`config.mk`:
```
export PLATFORM = sky130hd
export DESIGN_NAME = spi_clk_cs_seq
export DESIGN_NICKNAME = d
export VERILOG_FILES = /design/src/rtl/spi_clk_cs_seq.sv
export SDC_FILE = /design/constraint.sdc
export NUM_CORES = 1
export LEC_CHECK = 0
export ABC_CLOCK_PERIOD_IN_PS = 1700
export CAP_MARGIN = 20
export CORE_MARGIN = 2
export CORE_UTILIZATION = 35
export CTS_CLUSTER_SIZE = 14
export DETAILED_ROUTE_END_ITERATION = 7
export DONT_BUFFER_PORTS = 1
export GPL_TIMING_DRIVEN = 0
export PLACE_DENSITY = 0.47
export SLEW_MARGIN = 20
export SYNTH_ARGS = -nofsm -noshare
export SYNTH_HDL_FRONTEND = slang
export SYNTH_SLANG_ARGS = --single-unit
```
`constraint.sdc`:
```
create_clock -name clk -period 1.7 [get_ports clk]
set_input_delay 0.17 -clock clk [delete_from_list [all_inputs] [get_ports clk]]
set_output_delay 0.17 -clock clk [all_outputs]
set_load 0.03 [all_outputs]
```
`src/rtl/spi_clk_cs_seq.sv`:
```
module spi_clk_cs_seq #(
  parameter int DIV_W     = 3,
  parameter int BYTE_BITS = 8
) (
  input  logic        clk,
  input  logic        rst_n,
  input  logic        cfg_we,
  input  logic [31:0] cfg_wdata,
  output logic [31:0] cfg_rdata,
  input  logic        en_we,
  input  logic        en_wdata,
  input  logic        tx_avail,
  output logic        sclk,
  output logic        cs_n,
  output logic        shift_stb,
  output logic        sample_stb,
  output logic        byte_end
);
  localparam int CNT_W    = (1 << DIV_W) - 1;
  localparam int EDGES    = 2 * BYTE_BITS;
  localparam int EDGE_W   = $clog2(EDGES);
  localparam int MST_B    = 0;
  localparam int CPOL_B   = 1;
  localparam int CPHA_B   = 2;
  localparam int BAUD_LSB = 3;
  localparam int CSV_B    = 10;
  localparam int FCS_B    = 14;
  localparam int MAN_B    = 15;
  localparam int START_B  = 16;

  typedef enum logic [1:0] {S_IDLE, S_LEAD, S_RUN, S_TAIL} seq_t;

  seq_t              state;
  logic [31:0]       cfg_q;
  logic              en_q;
  logic [CNT_W-1:0]  cnt;
  logic [EDGE_W-1:0] eidx;
  logic              ph;
  logic              shift_q, sample_q, bend_q;

  logic             cpol, cpha, force_cs, man_en, is_idle;
  logic [DIV_W-1:0] baud;
  logic [CNT_W-1:0] half_m1;
  logic             run_ok, kill, start_ok, go;

  assign cpol     = cfg_q[CPOL_B];
  assign cpha     = cfg_q[CPHA_B];
  assign force_cs = cfg_q[FCS_B];
  assign man_en   = cfg_q[MAN_B];
  assign baud     = cfg_q[BAUD_LSB +: DIV_W];
  assign is_idle  = (state == S_IDLE);
  assign half_m1  = {CNT_W{1'b1}} >> (DIV_W'(CNT_W) - baud);

  assign run_ok   = en_q & cfg_q[MST_B];
  assign kill     = !run_ok || (en_we && !en_wdata) || (cfg_we && !cfg_wdata[MST_B]);
  assign start_ok = man_en ? (cfg_we & cfg_wdata[START_B]) : 1'b1;
  assign go       = run_ok && tx_avail && start_ok && !kill;

  assign cfg_rdata  = cfg_q;
  assign sclk       = cpol ^ ph;
  assign cs_n       = force_cs ? cfg_q[CSV_B] : is_idle;
  assign shift_stb  = shift_q;
  assign sample_stb = sample_q;
  assign byte_end   = bend_q;

  always_ff @(posedge clk or negedge rst_n) begin
    if (!rst_n) begin
      state    <= S_IDLE;
      cfg_q    <= '0;
      en_q     <= 1'b0;
      cnt      <= '0;
      eidx     <= '0;
      ph       <= 1'b0;
      shift_q  <= 1'b0;
      sample_q <= 1'b0;
      bend_q   <= 1'b0;
    end else begin
      shift_q  <= 1'b0;
      sample_q <= 1'b0;
      bend_q   <= 1'b0;
      if (cfg_we) cfg_q <= cfg_wdata & ~(32'h1 << START_B);
      if (en_we)  en_q  <= en_wdata;
      if (kill && !is_idle) begin
        state <= S_IDLE;
        ph    <= 1'b0;
        eidx  <= '0;
      end else begin
        case (state)
          S_IDLE: if (go) begin
            state <= S_LEAD;
            cnt   <= half_m1;
            eidx  <= '0;
            ph    <= 1'b0;
          end
          S_LEAD: if (cnt == '0) begin
            state <= S_RUN;
            cnt   <= half_m1;
          end else cnt <= cnt - 1'b1;
          S_RUN: if (cnt == '0) begin
            cnt  <= half_m1;
            ph   <= ~ph;
            eidx <= eidx + 1'b1;
            if (eidx[0] == cpha) sample_q <= 1'b1;
            else                 shift_q  <= 1'b1;
            if (eidx == EDGE_W'(EDGES - 1)) begin
              bend_q <= 1'b1;
              eidx   <= '0;
              if (!tx_avail) state <= S_TAIL;
            end
          end else cnt <= cnt - 1'b1;
          S_TAIL: if (cnt == '0) state <= S_IDLE;
                  else cnt <= cnt - 1'b1;
          default: state <= S_IDLE;
        endcase
      end
    end
  end
endmodule

```
==> reports/qor.csv, run 1 <==
metric,value,unit
status,"finished, violations left",
violated checks,negative setup slack,
Tot GR Track Use,0.148,
maximum fanout along the worst path,3,
Synth Instances,208,
Yosys cell types,44,
TritonCTS clock tree,built,
synth top area cells,"dfrtp_1 (52%), mux2_2 (15%), nor2_1 (3.3%), ha_1 (3.2%), o21ai_0 (3.2%)",
Mean Syn Cell Area,11.4,um2
register area share after synthesis,0.516,
CTS sink count,49,
Final Skew,0.0114,ns
headroom to the max-slew limit,0.586,
Post-synth EDFFs,0,
total number of yosys warnings,0,
Synth area leader,dfrtp_1,
Synth Flop Type,dfrtp_1,
RSZ-0062 raised after global routing,yes,
core area,0.00668,mm2
final setup margin,-0.149,ns
Area Growth Syn to Fin,34.8,%
Syn Nets,252,
maxcap violations,0,
DRT Wirelength,5550,um
top achievable clock speed,541,MHz
fin nets,308,
grt total ovfl,0,
Multi-input gate area,0.00120,mm2
reg2reg start,cnt[5],
routed via count,1823,
DR vias/cell,5.28,
antenna cells,0,
Setup CP Type,flip-flop to flip-flop,
count of final hold-check violations,0,
Fin Hold WS,0.0107,ns
post-route DRC violation count,0,
GP Congestion,0.793,
DR pass1 iterations,4,
CP arrival,2.04,ns
Die ar.,0.00747,mm2
Max IR drop VDD,653,uV
PortBufs,0,
worst skew pair latency,0.31,ns
number of global-route vias before repair,1887,
P per Cell Area,1410,mW/mm2
hold-critical path depth,1,
Initial Utilization,0.356,
period utilization,1.09,
share of the synthesized area in the top cell type,0.516,
clk buf depth,2,
register area,0.00123,mm2
layout cells sized above 1,0.426,
Tmin final,1.85,ns
fill count,610,
crit path launch type,flip-flop,
"FFs w/ async S/R, synth",1.00,
Routed Antenna Nets,0,
initial DRC count,130,
"Cell Area, Synth",0.00238,mm2
FF-to-FF path depth,6,
die outline height,86.4,um
H-tree depth,2,
# setup viols final,13,
total CTS buffers,5,
first-pass GRT wire length,8720,um
largest net degree at the start of global routing,50,
I/O pin cnt,75,
Worst-Margin Slew,0.619,ns
Worst Path Required,1.89,ns
Die Wd,86.4,um
Cell Rows,30,
mean routed wirelength per cell,16.1,um
"FF+latch count, synth",49,
Pleak,1.33,nW
Clock transition at path regs,0.10,ns
crit path from,cnt[5],
HP Class,input port to flip-flop,
antenna violations before repair,0,
Root Driver,clkbuf_8,
fin. max-slew vios,0,
Min-Delay Startpoint,cfg_wdata[3],
critical path capture point type,flip-flop,
"Core Util, Final",0.480,
HPWL Detailed,3460,um
-- state kept, by name, summed over array words and instances, names as in the netlist --
name,count
byte_end,1
cfg_rdata,31
cnt,7
eidx,4
en_q,1
ph,1
sample_stb,1
shift_stb,1
state,2
-- cells in the final DEF, fill, tap and decap left out, drive strengths merged, types with 2 or more instances in the layout --
cell / count
dfrtp: 49
mux2: 32
buf: 29
dlygate4sd3: 23
nor2: 22
o21ai: 18
inv: 14
clkbuf: 9
a21oi: 8
nor3: 6
nand2: 6
ha: 6
nand3: 4
mux2i: 3
nor2b: 3
o22ai: 3
nor4: 3
xor2: 2
a221oi: 2
a211oi: 2
and3: 2
-- cells in the mapped netlist (2+ instances only) --
cell	n
nor4_1	2
o22ai_1	3
mux2_2	32
o21ai_0	15
nand2_1	5
clkbuf_1	4
inv_1	13
buf_4	2
dfrtp_1	49
nor2b_1	3
nand3_1	4
a21oi_1	8
mux2i_1	3
nor3_1	6
xor2_1	2
ha_1	6
and3_1	2
nor2_1	21
o21ai_1	3
-- worst max-delay path: stages, from the launching register on --
cell and delay [ns]:
dfrtp_1 0.43, or4_4 0.59, nor2_4 0.14, nand2_2 0.08, a311oi_4 0.26, buf_6 0.16, o221ai_2 0.08
-- layer usage --
| metal | wire length (um) | vias to the layer above | GRT usage |
|---|---|---|---|
| li1 | - | 851 | - |
| met1 | 2280 | 897 | 0.177 |
| met2 | 2840 | 71 | 0.250 |
| met3 | 372 | 4 | 0.0533 |
| met4 | 51 | 0 | 0.0455 |
| met5 | 0 | - | 0 |
-- cell type report --
class,instances,share of cell area
Sequential cell,49,0.384
Multi-Input combinational cell,139,0.375
Timing Repair Buffer,49,0.144
Tap cell,80,0.0312
Clock buffer,5,0.0215
Inverter,13,0.0164
Clock inverter,3,0.0148
Buffer,7,0.0141
-- cells by family after synthesis --
kind of cell    Yosys count  synth area share
other cells               1           0.00158
xor+xnor                  2           0.00737
fa+ha+maj                 6            0.0316
buf+inv                  20            0.0352
flops                    49             0.516
compound gates           43             0.132
mux                      35             0.164
simple gates             52             0.113
-- repair_timing --
action                                  CTS  global route
resized for setup                        24            28
hold endpoints to repair                 65             6
hold buffers                             18             6
gates cloned                              0             1
pin swaps                                 6             7
setup buffers                            19             5
endpoints found under the setup margin   18            18
-- worst paths after layout --
path                       slack [ns]            end
hold reg to reg                  0.50             ph
setup / recovery                -0.15        eidx[2]
min in group asynchronous        0.38         cnt[5]
setup reg to reg                -0.15        eidx[2]
hold / removal                   0.01   cfg_rdata[3]
max in group asynchronous        1.08  cfg_rdata[13]
-- metrics by stage --
| step | std cells | total power, mW | instance area [um2] | TNS (ns) | setup slack (ns) |
|---|---|---|---|---|---|
| after floorplan | 208 | 2.60 | 2410 | -0.0282 | -0.00956 |
| after global placement | 288 | 2.85 | 2510 | -3.72 | -0.342 |
| after detailed placement | 288 | 2.85 | 2510 | -3.94 | -0.358 |
| after CTS | 333 | 4.23 | 3030 | -0.978 | -0.170 |
| after global routing | 345 | 4.74 | 3210 | -2.30 | -0.232 |
| final | 345 | 4.51 | 3210 | -1.05 | -0.149 |
-- power by group --
part	internal, mW	switching, mW	leakage (nW)	total, mW
clock	0.450	0.427	0.0591	0.877
combinational	0.960	0.980	0.679	1.94
sequential	1.34	0.348	0.595	1.69
Note: power is estimated with default switching activity, not from simulation.
==> run 2, diff against run 1 <==
--- a/config.mk
+++ b/config.mk
@@ -14,6 +14,7 @@
 export DONT_BUFFER_PORTS = 1
 export GPL_TIMING_DRIVEN = 0
 export PLACE_DENSITY = 0.47
+export REMOVE_ABC_BUFFERS = 1
 export SLEW_MARGIN = 20
 export SYNTH_ARGS = -nofsm -noshare
 export SYNTH_HDL_FRONTEND = slang
==> run 2 against run 1 <==
Against the previous run: the run still ends with negative setup slack left; clock power decreased by 4.6%; count of clock-buffer cells in the layout unchanged; core utilization is 2.1 points lower; final cell count decreased by 5.2%; sequential share of layout area is 1.8 points higher; largest cell class is now multi-input combinational cells.
==> reports/qor.csv, run 2 (synthesis gave the netlist of run 1 again) <==
metric,value,unit,change
status,"finished, violations left",,unchanged
violated checks,negative setup slack,,unchanged
number of buffers and inverters on the critical path,1,,unchanged
TritonCTS clock tree,built,,unchanged
Tot GR Track Use,0.150,,was 0.148
maximum fanout along the worst path,4,,was 3
Initial Utilization,0.356,,unchanged
Tot Pwr,4.73,mW,was 4.51 mW
antenna cells,0,,unchanged
Die Wd,86.4,um,unchanged
CP arrival,2.12,ns,was 2.04 ns
CTS sink count,49,,unchanged
initial DRC count,85,,was 130
# setup viols final,12,,was 13
die outline height,86.4,um,unchanged
Fin Hold WS,0.0137,ns,was 0.0107 ns
Min-Delay Startpoint,cfg_wdata[0],,was cfg_wdata[3]
Register-to-Register Setup Slack,-0.19,ns,was -0.15 ns
antenna violations before repair,0,,unchanged
mean routed wirelength per cell,17.8,um,was 16.1 um
Pleak,1.27,nW,was 1.33 nW
Tmin final,1.89,ns,was 1.85 ns
H-tree depth,2,,unchanged
maxcap violations,0,,unchanged
P per Cell Area,1540,mW/mm2,was 1410 mW/mm2
fin nets,290,,was 308
I/O pin cnt,75,,unchanged
worst skew pair latency,0.30,ns,was 0.31 ns
most frequent cells in the layout,"dfrtp_1 (45), mux2_2 (32), buf_4 (25), nor2_1 (18), o21ai_1 (11)",,"was dfrtp_1 (46), mux2_2 (32), buf_4 (23), dlygate4sd3_1 (23), nor2_1 (17)"
HP Class,input port to flip-flop,,unchanged
Cell Rows,30,,unchanged
top achievable clock speed,528,MHz,was 541 MHz
largest net degree at the start of global routing,50,,unchanged
max reg flops,31,,unchanged
fin cells,327,,was 345
WHS Endpoint,cfg_rdata[0],,was cfg_rdata[3]
fin. max-slew vios,0,,unchanged
post-route DRC violation count,0,,unchanged
slowest cell delay on critical path,0.42,ns,was 0.59 ns
Root Driver,clkbuf_8,,unchanged
final setup margin,-0.192,ns,was -0.149 ns
total CTS buffers,5,,unchanged
CP Cell Sequence,inv_2 > ha_4 > nor2b_4 > nand2_2 > o311a_1 > a211oi_2 > mux2i_1,,was or4_4 > nor2_4 > nand2_2 > a311oi_4 > buf_6 > o221ai_2
FF-to-FF path depth,7,,was 6
GP Congestion,0.821,,was 0.793
HPWL Detailed,3630,um,was 3460 um
critical path capture point type,flip-flop,,unchanged
Max IR drop VDD,554,uV,was 653 uV
Routed Antenna Nets,0,,unchanged
Worst Path Required,1.93,ns,was 1.89 ns
Clock transition at path regs,0.09,ns,was 0.10 ns
hold-critical path depth,1,,unchanged
reg2reg start,cnt[1],,was cnt[5]
reg2reg end,state[1],,was eidx[2]
dpl cells,281,,was 288
DRT Wirelength,5810,um,was 5550 um
layout cells sized above 1,0.470,,was 0.426
Final Skew,0.00567,ns,was 0.0114 ns
core area,0.00668,mm2,unchanged
"leading cell type in the layout, fill and taps excluded",dfrtp_1,,unchanged
period utilization,1.11,,was 1.09
fill count,625,,was 610
DR pass1 iterations,4,,unchanged
first-pass GRT wire length,8920,um,was 8720 um
Die ar.,0.00747,mm2,unchanged
number of global-route vias before repair,1837,,was 1887
"delay-heaviest family, CP",compound AO/OA/AOI/OAI gates,,was simple AND/OR/NAND/NOR gates
PortBufs,0,,unchanged
crit path from,cnt[1],,was cnt[5]
headroom to the max-slew limit,0.583,,was 0.586
"slowest stage cell, crit path",dfrtp_1,,was or4_4
routed via count,1809,,was 1823
Setup CP Type,flip-flop to flip-flop,,unchanged
DR vias/cell,5.53,,was 5.28
count of final hold-check violations,0,,unchanged
crit path launch type,flip-flop,,unchanged
Worst-Margin Slew,0.624,ns,was 0.619 ns
clk buf depth,2,,unchanged
Area Growth Syn to Fin,28.9,%,was 34.8%
RSZ-0062 raised after global routing,yes,,unchanged
grt total ovfl,0,,unchanged
==> run 2: cell count changes in the layout (fill, tap and decap cells not counted), sizes merged <==
cell         before  now
buf              29   32
clkbuf            9    5
clkinv            0    1
inv              14   13
dlygate4sd3      23    6
==> run 2: worst max-delay path by stage <==
| stage | endpoint | slack [ns] | depth (start not counted) |
|---|---|---|---|
| 6_report | state[1] | -0.19 | 7 |
| 5_1_grt | state[1] | -0.25 | 5 |
| 4_1_cts | eidx[0] | -0.16 | 5 |
| 3_5_place_dp | cnt[3] | -0.64 | 7 |
| 3_3_place_gp | cnt[6] | -0.44 | 5 |
| 2_1_floorplan | eidx[2] | -0.14 | 5 |
==> run 2: what timing repair did <==
action / 4_1_cts / 5_1_grt
hold endpoints to repair: 49 / 5
hold buffers: 2 / 5
endpoints found under the setup margin: 18 / 18
pin swaps: 8 / 17
setup buffers: 14 / 17
gates resized for setup: 27 / 36
gates cloned: 0 / 1
==> run 2: layout make-up <==
type / count / area (um2) / area share
inverters: 13 / 52.6 / 0.0171
clock inverters: 3 / 43.8 / 0.0143
multi-input cells: 139 / 1230 / 0.402
flip-flops and latches: 49 / 1230 / 0.402
well taps: 80 / 100 / 0.0327
clock buffers: 5 / 68.8 / 0.0224
repair buffers: 38 / 337 / 0.110
==> run 2: routing by layer <==
| layer | wire length, um | part of all wire | vias up | global-route usage |
|---|---|---|---|---|
| li1 | - | - | 816 | - |
| met1 | 2180 | 0.37 | 902 | 0.170 |
| met2 | 3030 | 0.52 | 83 | 0.251 |
| met3 | 516 | 0.089 | 8 | 0.0695 |
| met4 | 80 | 0.014 | 0 | 0.0497 |
| met5 | 0 | 0 | - | 0 |
==> run 2: metrics by stage <==
step                 util  cell area [um2]  setup TNS, ns  setup slack [ns]
floorplan               -             2340          -1.69            -0.141
global route        0.459             3070          -2.75            -0.250
finish              0.459             3070          -1.85            -0.192
CTS                 0.416             2780          -1.53            -0.163
detailed placement  0.366             2440          -6.89            -0.637
global placement    0.366             2440          -5.65            -0.443
==> run 2: power breakdown <==
group / total [mW] / switching [mW] / internal, mW
logic: 2.18 / 1.07 / 1.11
clock network: 0.837 / 0.396 / 0.441
registers: 1.71 / 0.368 / 1.35
==> run 3, diff against run 2 <==
--- a/config.mk
+++ b/config.mk
@@ -5,6 +5,7 @@
 export SDC_FILE = /design/constraint.sdc
 export NUM_CORES = 1
 export LEC_CHECK = 0
+export ABC_AREA = 1
 export ABC_CLOCK_PERIOD_IN_PS = 1700
 export CAP_MARGIN = 20
 export CORE_MARGIN = 2
==> run 3 against run 2 <==
Against the previous run: final cell count rose by 38%; power decreased by 15%; the run now ends clean; die area is 3.7% higher; count of clock-buffer cells in the layout rose by 1; synthesized cell count up 53%; non-clock buffer count shrank 1; synthesized area grew 3.8%; highest routed layer unchanged; hold slack better by 0.040 ns; via count increased by 11%.
==> reports/qor.csv, run 3 <==
metric,value,unit,change
TritonCTS clock tree,built,,unchanged
Mean Syn Cell Area,7.77,um2,was 11.4 um2
fin cells,452,,was 327
"delay-heaviest family, CP",XOR/XNOR gates,,was compound AO/OA/AOI/OAI gates
Routed Antenna Nets,0,,unchanged
Initial Utilization,0.364,,was 0.356
Synth Area in Adders,0.0304,,was 0.0316
H-tree depth,2,,unchanged
Tmin final,1.60,ns,was 1.89 ns
critical path capture point type,output pin,,was flip-flop
status,completed,,"was finished, violations left"
largest family of logic cells by synthesized area,simple AND/OR/NAND/NOR gates,,was multiplexers
Synth Flop Type,dfrtp_1,,unchanged
PortBufs,0,,unchanged
Synth top cells by count,"nand2_1 (150), dfrtp_1 (49), nand3_1 (26)",,"was dfrtp_1 (49), mux2_2 (32), nor2_1 (21)"
largest net degree at the start of global routing,50,,unchanged
dpl cell area,0.00255,mm2,was 0.00244 mm2
top achievable clock speed,624,MHz,was 528 MHz
antenna cells,0,,unchanged
share of the synthesized area in the top cell type,0.496,,was 0.516
maximum fanout along the worst path,3,,was 4
slowest cell delay on critical path,0.57,ns,was 0.42 ns
total number of yosys warnings,0,,unchanged
Root Driver,clkbuf_8,,unchanged
Synth Area in XOR/XNOR,0.0142,,was 0.00736
fill count,680,,was 625
FF-to-FF path depth,10,,was 7
fin nets,399,,was 290
initial DRC count,91,,was 85
synth top area cells,"dfrtp_1 (50%), nand2_1 (23%), nand3_1 (5.3%), inv_1 (3.2%), ha_1 (3.0%)",,"was dfrtp_1 (52%), mux2_2 (15%), nor2_1 (3.3%), ha_1 (3.2%), o21ai_0 (3.2%)"
final instance area,0.00312,mm2,was 0.00307 mm2
CP arrival,1.43,ns,was 2.12 ns
core area,0.00679,mm2,was 0.00668 mm2
worst skew pair latency,0.30,ns,about the same
HP Class,input port to flip-flop,,unchanged
WHS Endpoint,cfg_rdata[0],,unchanged
Post-synth EDFFs,0,,unchanged
Cell Rows,30,,unchanged
period utilization,0.942,,was 1.11
Clock transition at path regs,0.09,ns,about the same
Tot GR Track Use,0.152,,was 0.150
register area share after synthesis,0.496,,was 0.516
"Cell Area, Synth",0.00247,mm2,was 0.00238 mm2
total CTS buffers,5,,unchanged
grt total ovfl,0,,unchanged
GP Congestion,0.761,,was 0.821
routed via count,2007,,was 1809
CP Cell Sequence,xor2_1,,was inv_2 > ha_4 > nor2b_4 > nand2_2 > o311a_1 > a211oi_2 > mux2i_1
"count leader, synth",nand2_1,,was dfrtp_1
reg2reg end,state[1],,unchanged
DR pass1 iterations,4,,unchanged
hold-critical path depth,2,,was 1
count of final hold-check violations,0,,unchanged
fin. max-slew vios,0,,unchanged
antenna violations before repair,0,,unchanged
Register-to-Register Setup Slack,0.12,ns,was -0.19 ns
number of buffers and inverters on the critical path,0,,was 1
P per Cell Area,1290,mW/mm2,was 1540 mW/mm2
Pleak,1.60,nW,was 1.27 nW
Max IR drop VDD,518,uV,was 554 uV
die outline height,88.0,um,was 86.4 um
Die Wd,88.0,um,was 86.4 um
I/O pin cnt,75,,unchanged
crit path launch type,flip-flop,,unchanged
max reg flops,31,,unchanged
"FF+latch count, synth",49,,unchanged
clk buf depth,2,,unchanged
"FFs w/ async S/R, synth",1.00,,unchanged
Min-Delay Startpoint,cfg_we,,was cfg_wdata[0]
Post-Synth Simple-Gate Area,0.367,,was 0.113
number of global-route vias before repair,1932,,was 1837
DRT Wirelength,5660,um,was 5810 um
maxcap violations,0,,unchanged
"leading cell type in the layout, fill and taps excluded",nand2_1,,was dfrtp_1
Yosys cell types,28,,was 44
"slowest stage cell, crit path",xor2_1,,was dfrtp_1
Worst Path Required,1.53,ns,was 1.93 ns
CTS sink count,49,,unchanged
reg2reg start,cnt[0],,was cnt[1]
Worst-Margin Slew,0.779,ns,was 0.624 ns
dpl cells,407,,was 281
HPWL Detailed,3650,um,was 3630 um
Synth area leader,dfrtp_1,,unchanged
Area Growth Syn to Fin,26.1,%,was 28.9%
headroom to the max-slew limit,0.477,,was 0.583
Final Skew,0.00597,ns,was 0.00567 ns
mean routed wirelength per cell,12.5,um,was 17.8 um
Setup CP Type,flip-flop to output pin,,was flip-flop to flip-flop
post-synthesis mux area share,0,,was 0.164
post-route DRC violation count,0,,unchanged
Die ar.,0.00774,mm2,was 0.00747 mm2
most frequent cells in the layout,"nand2_1 (147), dfrtp_1 (48), dlygate4sd3_1 (32), nand3_1 (25), inv_1 (19)",,"was dfrtp_1 (45), mux2_2 (32), buf_4 (25), nor2_1 (18), o21ai_1 (11)"
# setup viols final,0,,was 12
layout cells sized above 1,0.126,,was 0.470
DR vias/cell,4.44,,was 5.53
Synth Instances,318,,was 208
Synth Area in Compound Gates,0.0324,,was 0.132
first-pass GRT wire length,9180,um,was 8920 um
## run 3: cell types whose count changed after synthesis, sizes merged, moves of 4 or more
cell | before | now
a21oi | 8 | 1
inv | 13 | 27
mux2 | 32 | 0
nand2 | 6 | 156
nand3 | 4 | 27
nor2 | 22 | 18
nor3 | 6 | 1
o21ai | 18 | 12
## run 3: report_power, final
group / leakage [nW] / switching [mW] / internal (mW)
logic: 0.934 / 1.02 / 0.612
registers: 0.611 / 0.303 / 1.33
clock network: 0.0518 / 0.421 / 0.339
total: 1.60 / 1.75 / 2.28
## run 3: worst max path at each step
stage                       startpoint        to  slack (ns)  cells past startpoint
after floorplan               state[0]      cs_n      -0.003                      4
after global placement        state[0]      cs_n       -0.19                      4
after detailed placement      state[0]      cs_n       -0.22                      4
after CTS                       cnt[0]        ph        0.01                     11
after global routing            cnt[0]  state[1]       -0.03                     10
final                     cfg_rdata[1]      sclk         0.1                      1
## run 3: layout make-up
type / instances / area, um2 / area share
Clock buffer: 6 / 82.6 / 0.0265
Clock inverter: 2 / 17.5 / 0.00562
Inverter: 28 / 113 / 0.0361
Multi-Input combinational cell: 234 / 1160 / 0.374
Sequential cell: 49 / 1230 / 0.394
Tap cell: 96 / 120 / 0.0386
Timing Repair Buffer: 37 / 390 / 0.125
## run 3: what timing repair did
| action | CTS | global route |
|---|---|---|
| gates resized for setup | 7 | 15 |
| pin swaps | 0 | 5 |
| hold buffers | 34 | 0 |
| setup endpoints to repair | 13 | 18 |
| setup buffers | 0 | 3 |
| endpoints found under the hold margin | 81 | 0 |
## run 3: logic make-up after synthesis
group / count (synthesis)
buf+inv: 35
simple gates: 208
other cells: 1
fa+ha+maj: 6
compound gates: 15
xor+xnor: 4
flops: 49
## run 3: per-stage QoR
step	setup TNS [ns]	power [mW]	util	worst slack, ns	hold WS [ns]
floorplan	-0.00301	2.68	-	-0.00301	-0.126
global route	-0.0262	4.35	0.459	-0.0262	0.0654
detailed placement	-0.830	2.97	0.376	-0.216	-0.125
CTS	0	3.92	0.448	0.0115	0.0576
finish	0	4.03	0.459	0.0984	0.0540
global placement	-0.610	2.96	0.376	-0.192	-0.125
## run 3: metal layers
metal / part of all wire / routed length (um) / GRT usage / vias up
met2: 0.46 / 2590 / 0.237 / 51
met1: 0.47 / 2660 / 0.204 / 894
li1: - / - / - / 1056
met4: 0.010 / 59 / 0.0420 / 0
met3: 0.062 / 351 / 0.0471 / 6
met5: 0 / 0 / 0 / -
